### src/rtl/fwd_elim_pkg.sv
package fwd_elim_pkg;
  localparam int N_ROWS = 3;
  localparam int N_COLS = 5;

  typedef struct packed {
    logic       loadEn;
    logic [1:0] loadRow;
    logic       elimEn;
    logic [1:0] elimStep;
  } strobe_t;
endpackage

### src/rtl/fe_recip_div.sv
module fe_recip_div #(
  parameter int DATA_W = 16,
  parameter int FRAC_W = 8,
  parameter int MANT_W = 6
) (
  input  logic signed [DATA_W-1:0] num,
  input  logic signed [DATA_W-1:0] piv,
  output logic signed [DATA_W-1:0] factor
);
  localparam int RECIP_FRAC = 12;
  localparam int TBL_W      = RECIP_FRAC + 1;
  localparam int LUT_N      = 1 << MANT_W;
  localparam int SHIFT0     = RECIP_FRAC - FRAC_W;
  localparam int PW         = DATA_W + 1 + TBL_W;
  localparam int KW         = $clog2(DATA_W + 1);
  localparam logic [PW-1:0] MAXPOS = PW'((1 << (DATA_W - 1)) - 1);

  logic [TBL_W-1:0] lut [LUT_N];
  for (genvar g = 0; g < LUT_N; g++) begin : gLut
    assign lut[g] = TBL_W'((1 << (RECIP_FRAC + MANT_W)) / ((1 << MANT_W) + g));
  end

  logic [DATA_W:0]        absNum, absPiv;
  logic [KW-1:0]          lead;
  logic [DATA_W+MANT_W:0] pivShift;
  logic [MANT_W-1:0]      mIdx;
  logic [PW-1:0]          prodMag, scaled, satMag;
  logic                   negRes;

  always_comb begin
    absNum = num[DATA_W-1] ? -{num[DATA_W-1], num} : {1'b0, num};
    absPiv = piv[DATA_W-1] ? -{piv[DATA_W-1], piv} : {1'b0, piv};
    lead = '0;
    for (int i = 0; i <= DATA_W; i++) begin
      if (absPiv[i]) lead = KW'(i);
    end
    pivShift = {absPiv, MANT_W'(0)} >> lead;
    mIdx     = pivShift[MANT_W-1:0];
    prodMag  = PW'(absNum) * PW'(lut[mIdx]);
    scaled   = prodMag >> (int'(lead) + SHIFT0);
    satMag   = (scaled > MAXPOS) ? MAXPOS : scaled;
    negRes   = num[DATA_W-1] ^ piv[DATA_W-1];
    if (piv == '0)   factor = '0;
    else if (negRes) factor = -DATA_W'(satMag);
    else             factor = DATA_W'(satMag);
  end
endmodule

### src/rtl/fe_mac_cell.sv
module fe_mac_cell #(
  parameter int DATA_W = 16,
  parameter int FRAC_W = 8
) (
  input  logic signed [DATA_W-1:0] acc,
  input  logic signed [DATA_W-1:0] factor,
  input  logic signed [DATA_W-1:0] pivVal,
  output logic signed [DATA_W-1:0] result
);
  logic signed [2*DATA_W-1:0] prod;
  logic signed [2*DATA_W-1:0] prodSh;
  always_comb begin
    prod   = factor * pivVal;
    prodSh = prod >>> FRAC_W;
    result = acc - DATA_W'(prodSh);
  end
endmodule

### src/rtl/fe_control.sv
module fe_control
  import fwd_elim_pkg::*;
(
  input  logic    clk,
  input  logic    rstN,
  input  logic    inValid,
  output strobe_t strobe,
  output logic    busy,
  output logic    done
);
  typedef enum logic {ST_IDLE, ST_ELIM} state_t;
  state_t     state;
  logic [1:0] rowCnt;
  logic [1:0] step;

  always_ff @(posedge clk) begin
    if (!rstN) begin
      state  <= ST_IDLE;
      rowCnt <= '0;
      step   <= '0;
      done   <= 1'b0;
    end else begin
      done <= 1'b0;
      case (state)
        ST_IDLE: if (inValid) begin
          if (rowCnt == 2'd2) begin
            rowCnt <= '0;
            step   <= '0;
            state  <= ST_ELIM;
          end else begin
            rowCnt <= rowCnt + 2'd1;
          end
        end
        ST_ELIM: begin
          step <= step + 2'd1;
          if (step == 2'd2) begin
            state <= ST_IDLE;
            done  <= 1'b1;
          end
        end
        default: state <= ST_IDLE;
      endcase
    end
  end

  always_comb begin
    strobe.loadEn   = (state == ST_IDLE) && inValid;
    strobe.loadRow  = rowCnt;
    strobe.elimEn   = (state == ST_ELIM);
    strobe.elimStep = step;
    busy            = (state == ST_ELIM);
  end
endmodule

### src/rtl/fe_datapath.sv
module fe_datapath
  import fwd_elim_pkg::*;
#(
  parameter int DATA_W = 16,
  parameter int FRAC_W = 8,
  parameter int MANT_W = 6
) (
  input  logic                             clk,
  input  logic                             rstN,
  input  strobe_t                          strobe,
  input  logic [DATA_W-1:0]                inX,
  input  logic [DATA_W-1:0]                inY,
  input  logic [DATA_W-1:0]                inU,
  input  logic [DATA_W-1:0]                inV,
  output logic                             singular,
  output logic [N_ROWS*N_COLS*DATA_W-1:0]  outRows
);
  localparam logic [DATA_W-1:0] ONE = DATA_W'(1) << FRAC_W;

  logic signed [DATA_W-1:0] rows   [N_ROWS][N_COLS];
  logic signed [DATA_W-1:0] newVal [N_COLS];
  logic signed [DATA_W-1:0] piv, num, factor;
  int pivRow, tgtRow, pivCol;

  // step 0: r1 vs r0 @c0, step 1: r2 vs r0 @c0, step 2: r2 vs r1 @c1
  always_comb begin
    pivRow = (strobe.elimStep == 2'd2) ? 1 : 0;
    tgtRow = (strobe.elimStep == 2'd0) ? 1 : 2;
    pivCol = (strobe.elimStep == 2'd2) ? 1 : 0;
    piv    = rows[pivRow][pivCol];
    num    = rows[tgtRow][pivCol];
  end

  fe_recip_div #(.DATA_W(DATA_W), .FRAC_W(FRAC_W), .MANT_W(MANT_W)) uDiv (
    .num(num), .piv(piv), .factor(factor)
  );

  for (genvar j = 0; j < N_COLS; j++) begin : gCell
    fe_mac_cell #(.DATA_W(DATA_W), .FRAC_W(FRAC_W)) uCell (
      .acc(rows[tgtRow][j]), .factor(factor),
      .pivVal(rows[pivRow][j]), .result(newVal[j])
    );
  end

  always_ff @(posedge clk) begin
    if (!rstN) begin
      for (int r = 0; r < N_ROWS; r++)
        for (int c = 0; c < N_COLS; c++) rows[r][c] <= '0;
      singular <= 1'b0;
    end else if (strobe.loadEn) begin
      rows[strobe.loadRow][0] <= inX;
      rows[strobe.loadRow][1] <= inY;
      rows[strobe.loadRow][2] <= ONE;
      rows[strobe.loadRow][3] <= inU;
      rows[strobe.loadRow][4] <= inV;
      if (strobe.loadRow == 2'd0) singular <= 1'b0;
    end else if (strobe.elimEn) begin
      for (int c = 0; c < N_COLS; c++) begin
        if (c > pivCol)       rows[tgtRow][c] <= newVal[c];
        else if (c == pivCol) rows[tgtRow][c] <= '0;
      end
      if (piv == '0) singular <= 1'b1;
      if (strobe.elimStep == 2'd2 && newVal[2] == '0) singular <= 1'b1;
    end
  end

  for (genvar r = 0; r < N_ROWS; r++) begin : gOutR
    for (genvar c = 0; c < N_COLS; c++) begin : gOutC
      assign outRows[(r*N_COLS+c)*DATA_W +: DATA_W] = rows[r][c];
    end
  end
endmodule

### src/rtl/fwd_elim_shared.sv
module fwd_elim_shared
  import fwd_elim_pkg::*;
#(
  parameter int DATA_W = 16,
  parameter int FRAC_W = 8,
  parameter int MANT_W = 6
) (
  input  logic                            clk,
  input  logic                            rstN,
  input  logic                            inValid,
  input  logic [DATA_W-1:0]               inX,
  input  logic [DATA_W-1:0]               inY,
  input  logic [DATA_W-1:0]               inU,
  input  logic [DATA_W-1:0]               inV,
  output logic                            busy,
  output logic                            done,
  output logic                            singular,
  output logic [N_ROWS*N_COLS*DATA_W-1:0] outRows
);
  strobe_t strobe;

  fe_control uCtrl (
    .clk(clk), .rstN(rstN), .inValid(inValid),
    .strobe(strobe), .busy(busy), .done(done)
  );

  fe_datapath #(.DATA_W(DATA_W), .FRAC_W(FRAC_W), .MANT_W(MANT_W)) uDp (
    .clk(clk), .rstN(rstN), .strobe(strobe),
    .inX(inX), .inY(inY), .inU(inU), .inV(inV),
    .singular(singular), .outRows(outRows)
  );
endmodule

### config.mk
export PLATFORM = sky130hd
export DESIGN_NAME = fwd_elim_shared
export DESIGN_NICKNAME = d
export VERILOG_FILES = /design/src/rtl/fwd_elim_pkg.sv /design/src/rtl/fe_recip_div.sv /design/src/rtl/fe_mac_cell.sv /design/src/rtl/fe_control.sv /design/src/rtl/fe_datapath.sv /design/src/rtl/fwd_elim_shared.sv
export SDC_FILE = /design/constraint.sdc
export NUM_CORES = 2
export LEC_CHECK = 0
export ABC_AREA = 1
export BUFFER_PORTS_ARGS = -buffer_cell sky130_fd_sc_hd__buf_4
export CAP_MARGIN = 10
export CORE_ASPECT_RATIO = 0.9
export CORE_UTILIZATION = 45
export CTS_CLUSTER_DIAMETER = 40
export CTS_CLUSTER_SIZE = 20
export DETAILED_ROUTE_END_ITERATION = 6
export PLACE_DENSITY = 0.73
export SYNTH_ARGS = -nofsm -noshare
export SYNTH_HDL_FRONTEND = slang
export SYNTH_HIERARCHICAL = 1
export SYNTH_SLANG_ARGS = --single-unit
### constraint.sdc
create_clock -name clk -period 16.6 [get_ports clk]
set_clock_uncertainty 0.1 [all_clocks]
set_input_delay 3.32 -clock clk [delete_from_list [all_inputs] [get_ports clk]]
set_output_delay 3.32 -clock clk [all_outputs]
set_load 0.05 [all_outputs]
# After elaboration in Yosys (flattened, before gate mapping)
# Memories as Yosys holds them, arrays and structs flattened.
# Cells that the tools add are included.
# word_totals
ff_bits,7
ram_bits,240
romBits,832
input_bits,67
word_cells,182
mem_count,2
# memory_table
memory,depth,word_bits,read_ports,rd_clocked_by_memory_dff,wr,line_no,source
(no name shown),64,13,1,0,0,fe_recip_div.sv:39,prodMag = PW'(absNum) * PW'(lut[mIdx]);
uDp.rows,3,80,5,0,3,fe_datapath.sv:20,logic signed [DATA_W-1:0] rows [N_ROWS][N_COLS];
# op_classes
addsub,11
mul,6
magnitude_cmp,8
n_eq_ne,9
n_shift,2
mux,115
bitwise_logic,9
n_reduce_logical,15
# ops
op,count
16-bit two-way mux,12
80-bit two-way mux,2
80-bit OR reduction,2
16-bit by 16-bit multiplier with 24-bit output,5
16-bit binary-select mux with 3-bit select,2
5-bit two-way mux,16
16-bit subtractor,5
1-bit two-way mux,71
3-bit by 32-bit == test with 1-bit output (first input constant),2
3-bit by 32-bit greater-than comparator with 1-bit output (first input constant),2
17-bit two-way mux,2
17-bit negation,2
2-bit by 32-bit == test with 1-bit output (first input constant),1
4-bit by 32-bit == test with 1-bit output (first input constant),1
32-bit by 4-bit >= comparator with 1-bit output (second input constant),1
1-bit by 32-bit greater-than comparator with 1-bit output (first input constant),1
2-bit by 32-bit greater-than comparator with 1-bit output (first input constant),1
4-bit by 32-bit greater-than comparator with 1-bit output (first input constant),1
16-bit logical NOT,2
32-bit logical NOT,1
32-bit NOT,1
30-bit by 15-bit greater-than comparator with 1-bit output (second input constant),1
17-bit by 13-bit multiplier with 30-bit output,1
30-bit by 6-bit right shift with 30-bit output,1
other kinds (22),39

# Logic depth before layout (Yosys ltp)
# logic_depth
word_depth,43
ltp_mapped,124
ltp_nobuf,121

# By module
# Netlist, hierarchy kept.
# by_module_without_submodules
mod,n_inst,cells_per_inst,area_per_inst_um2,seq_area_each_um2
fe_mac_cell at uDp.gCell[2].uCell ...,2,1232,8808.4,0.0
fe_datapath,1,1319,11688.7,7226.9
fe_recip_div,1,1702,11179.5,0.0
fe_mac_cell at uDp.gCell[1].uCell,1,1255,8876.0,0.0
fe_mac_cell at uDp.gCell[0].uCell,1,1228,8833.5,0.0
fe_mac_cell at uDp.gCell[4].uCell,1,1212,8739.6,0.0
fe_control,1,33,259.0,120.1

# Worst setup path after synthesis
# OpenSTA, ideal clock, no wires.
# synth_path
path_type,register -> register
from,reg uCtrl.step[0]
to,"mem uDp/rows[1][13] (netlist bit), data pin"
setup_time_ps,255
arrival_ps,17497
required_ps,16245
path_slack_ps,-1253
stages_incl_launch_ff,109
path_buffers,5
synth_period_minus_slack_ps,17853
cell_sequence,dfxtp_1 > inv_1 > nand2_1 > buf_2 > nand2_1 > nand2_1 > inv_1 > ha_1 > nand2_1 > o21ai_1 > nand3_1 > nand3_1 > nand2_1 > nand2_1 > nand2_1 > nand2_1 > nand2_1 > nand2_1 > (+73 left out) > nor4_2 > nor2_1 > o21ai_2 > nand2_1 > nand2_1 > xor2_1 > ha_1 > a21oi_1 > nor2_1 > nor3b_1 > nand3_1 > a21oi_1 > o21ai_0 > xor2_1 > inv_1 > o22ai_1 > inv_1 > nor2_1
# synth_lines
item,line_no,source
start: declaration,fe_control.sv:14,logic [1:0] step;
start signal: assignment,fe_control.sv:35,step <= step + 2'd1;
end: declaration,fe_datapath.sv:20,

==> impl_metrics.py <==
metrics = {
    "status": {
        "status": "finished with violations",
        "violations": "setup timing",
    },
    "logic_synthesis": {
        "synth-seq-cells": 247,
        "synth_edf_count": 240,
        "async_reset_ff_share_pct": 0,
        "netlist_area_um2": 67190,
        "ys_seq_area_share_pct": 10.93,
        "yosysUniqueCellTypes": 67,
        "synth.avg_cell_area_um2": 7.293,
        "dominantRegCellSynth": "edfxtp_1",
        "ys_warn_count": 6,
        "synth_cells": 9213,
    },
    "clocking": {
        "cts_num_sinks": 247,
        "htree_levels": 2,
        "root_buffer": "clkbuf_16",
        "cts_buffers": 46,
        "cts.path.max_buffers": 3,
        "clock_latency_ps": 650,
        "clkTransAtPathRegs_ps": 50,
        "ctsHoldBuffers": 0,
        "cts_tree": "built",
    },
    "placement": {
        "dpl-instance-area_um2": 79680,
        "io_buffer_count": 309,
        "gp_congestion": 0.9817,
        "dp.cells": 12280,
        "post-dp-hpwl_um": 188100,
    },
    "detailed_routing": {
        "vias": 65270,
        "drcViolationCount": 0,
        "viasPerCell": 5.207,
        "drt_iter0_drc": 5721,
        "antenna_left": 0,
        "wl_um": 241000,
        "dr.pass1.iters": 6,
        "post_drt_wl_per_cell_um": 19.22,
    },
    "worst_setup_path": {
        "path_max_fanout": 24,
        "max_stage_delay_ps": 580,
        "cpLargestDelayFamily": "adder cells",
        "crit_path_frequent_cell": "inv_1",
        "critPathLaunch": "uCtrl/step[1]",
        "critPathSlowestCell": "fa_2",
        "r2r_cells": 100,
        "crit_path_end_kind": "flop",
        "cp-start-kind": "flop",
        "r2r_start": "uCtrl/step[1]",
        "critical_path_arrival_ps": 17730,
        "rr_endpoint": "uDp/rows[1][77]",
        "cp.required_ps": 16860,
        "setup.worst_path.class": "flop to flop",
        "path_buf_inv": 27,
        "crit_cells": 100,
        "worst-r2r-setup-slack_ps": -870,
    },
    "timing": {
        "finalHoldViolations": 0,
        "relSlewSlack_pct": 17.41,
        "period_needed_ps": 17470,
        "holdWs_ps": 410.4,
        "worst_pin_slew_ps": 1226,
        "fin_ws_ps": -866.1,
        "slew_violations": 0,
        "period_share_pct": 105.2,
        "finalSetupViolCount": 153,
        "timing.fmax_ghz": 0.05725,
        "rsz0062_at_grt": "true",
    },
    "finish": {
        "drive_gt1_share_pct": 23.73,
        "nNetsFinal": 12210,
        "area_delta_synth_final_pct": 29.03,
        "fin_cells": 12540,
        "stdcell_area_um2": 86700,
    },
    "global_routing": {
        "grt_pass1_vias": 66970,
        "track_usage_pct": 31.02,
        "grt_max_degree": 60,
        "grt_pass1_wl_um": 366300,
        "antenna_found_initial": 10,
        "grt-ovfl-total": 0,
    },
    "hold_path": {
        "whs_path_depth": 2,
        "min_from": "uCtrl/rowCnt[0]",
        "worst_hold_path.endpoint": "uCtrl/rowCnt[0]",
        "min_path_type": "flop to flop",
    },
    "die": {
        "initial_core_util_pct": 45.34,
        "ios": 310,
        "die_area_um2": 150900,
        "std_cell_rows": 134,
        "die_w_um": 409.3,
        "fp.dieH_um": 368.6,
        "coreArea_um2": 148200,
    },
    "run": {
        "maxCapViolations": 0,
    },
}
[Yosys cell counts (8+ instances only)]
cell	number	area, um2
nand2_1	2599	9756
inv_1	2510	9422
fa_1	1100	22020
ha_1	518	6481
nor2_1	463	1738
nand3_1	303	1516
edfxtp_1	240	7207
a21oi_1	229	1146
clkbuf_1	216	810.8
o21ai_0	177	885.9
xor2_1	133	1165
buf_2	60	300.3
xnor2_1	58	508.0
nor3_1	50	250.2
nand2_2	44	275.3
inv_2	43	161.4
buf_4	40	300.3
o21ai_1	37	185.2
nand4_1	34	212.7
a22oi_1	33	247.7
o22ai_1	33	206.5
or2_2	27	168.9
o211ai_1	25	187.7
a21o_1	21	157.7
o21bai_1	21	157.7
buf_1	16	60.06
nand3b_1	15	112.6
a31oi_1	14	87.58
nor4_1	12	75.07
buf_6	10	112.6
nand3_2	10	100.1
o21ai_2	10	87.58
o21a_1	9	67.56
a211oi_1	8	60.06
o2111ai_1	8	70.07
[cell type report]
class | instances | area, um2
diodes | 6 | 15.01
clock buffers | 48 | 1180
clock inverters | 38 | 439.2
fillers | 12870 | 61510
inverters | 2559 | 9654
multi-input cells | 6091 | 52570
flip-flops and latches | 247 | 7352
well taps | 1972 | 2467
repair buffers | 1573 | 13000
repair inverters | 2 | 15.01
[worst max-delay path by stage]
stage,end,slack (ps)
after floorplan,uDp/rows[1][13],40
after global placement,uDp/singular,-1580
after detailed placement,uDp/singular,-1830
after CTS,uDp/singular,-630
after global routing,uDp/rows[1][77],-1530
final,uDp/rows[1][77],-870
[worst register-to-register path, delay by kind of cell, from the launching register on]
kind / cells / cell delay, ps
flip-flops: 1 / 450
AND/OR/NAND/NOR: 41 / 4240
adder cells (fa/ha/maj): 15 / 6580
AO/OA/AOI/OAI: 13 / 2260
XOR/XNOR: 4 / 700
buffers and inverters: 27 / 2900
[sequential cells by signal, indices dropped and copies added (netlist names)]
signal        flops
uCtrl/done        1
uCtrl/busy        1
uDp/singular      1
uCtrl/step        2
uDp/rows        240
uCtrl/rowCnt      2
[kinds of logic after synthesis]
| group | Yosys count | share of synthesized area [%] |
|---|---|---|
| AOI/OAI and AO/OA | 653 | 5.709 |
| xor gates and xnor gates | 194 | 2.562 |
| adders and majority gates | 1618 | 42.42 |
| buffers and inverters | 2906 | 16.70 |
| DFF | 247 | 10.93 |
| muxes | 2 | 0.02979 |
| other | 3 | 0.01676 |
| and+or+nand+nor | 3590 | 21.62 |
[repair_timing]
action	in CTS	in global routing
buffers inserted	59	89
endpoints found under the setup margin	206	224
pin swaps	148	278
cloned	10	9
resized for setup	358	530
endpoints found under the hold margin	0	0
[metal layers]
| layer | routed length [um] | share of wire [%] | GRT usage [%] |
|---|---|---|---|
| met4 | 12070 | 5.0 | 12.95 |
| met3 | 28920 | 12 | 8.734 |
| met5 | 33 | 0.014 | 0 |
| met2 | 106100 | 44 | 48.92 |
| met1 | 93870 | 39 | 39.87 |
[placed cells by master, fill, tap and decap left out, types with 30 or more instances in the layout]
| master | netlist | final |
|---|---|---|
| nand2_1 | 2599 | 2480 |
| inv_1 | 2510 | 2449 |
| buf_4 | 40 | 1456 |
| fa_1 | 1100 | 1070 |
| ha_1 | 518 | 433 |
| nor2_1 | 463 | 392 |
| nand3_1 | 303 | 269 |
| edfxtp_1 | 240 | 240 |
| nand2_2 | 44 | 141 |
| a21oi_1 | 229 | 137 |
| o21ai_0 | 177 | 109 |
| xor2_1 | 133 | 103 |
| inv_2 | 43 | 90 |
| ha_4 | 0 | 75 |
| a21oi_2 | 3 | 73 |
| o21ai_1 | 37 | 64 |
| buf_12 | 0 | 58 |
| clkbuf_16 | 0 | 54 |
| nor2_2 | 6 | 45 |
| xnor2_1 | 58 | 43 |
| o21ai_2 | 10 | 41 |
| nand3_2 | 10 | 39 |
| nor2_4 | 6 | 38 |
| buf_6 | 10 | 37 |
| nor3_1 | 50 | 35 |
| nand4_1 | 34 | 34 |
| xor2_2 | 3 | 31 |
| fa_2 | 0 | 30 |
[stage by stage]
step	utilization (%)	setup TNS, ps	setup WS, ps
floorplan	-	0	42.81
finish	58.50	-61860	-866.1
detailed placement	53.76	-196650	-1832
global route	58.49	-192070	-1530
global placement	53.76	-162970	-1584
CTS	56.38	-51290	-631.7
Power is left out: the tool's default activity adds up to more than one toggle a clock period on the data nets, which glitch-free logic cannot reach.
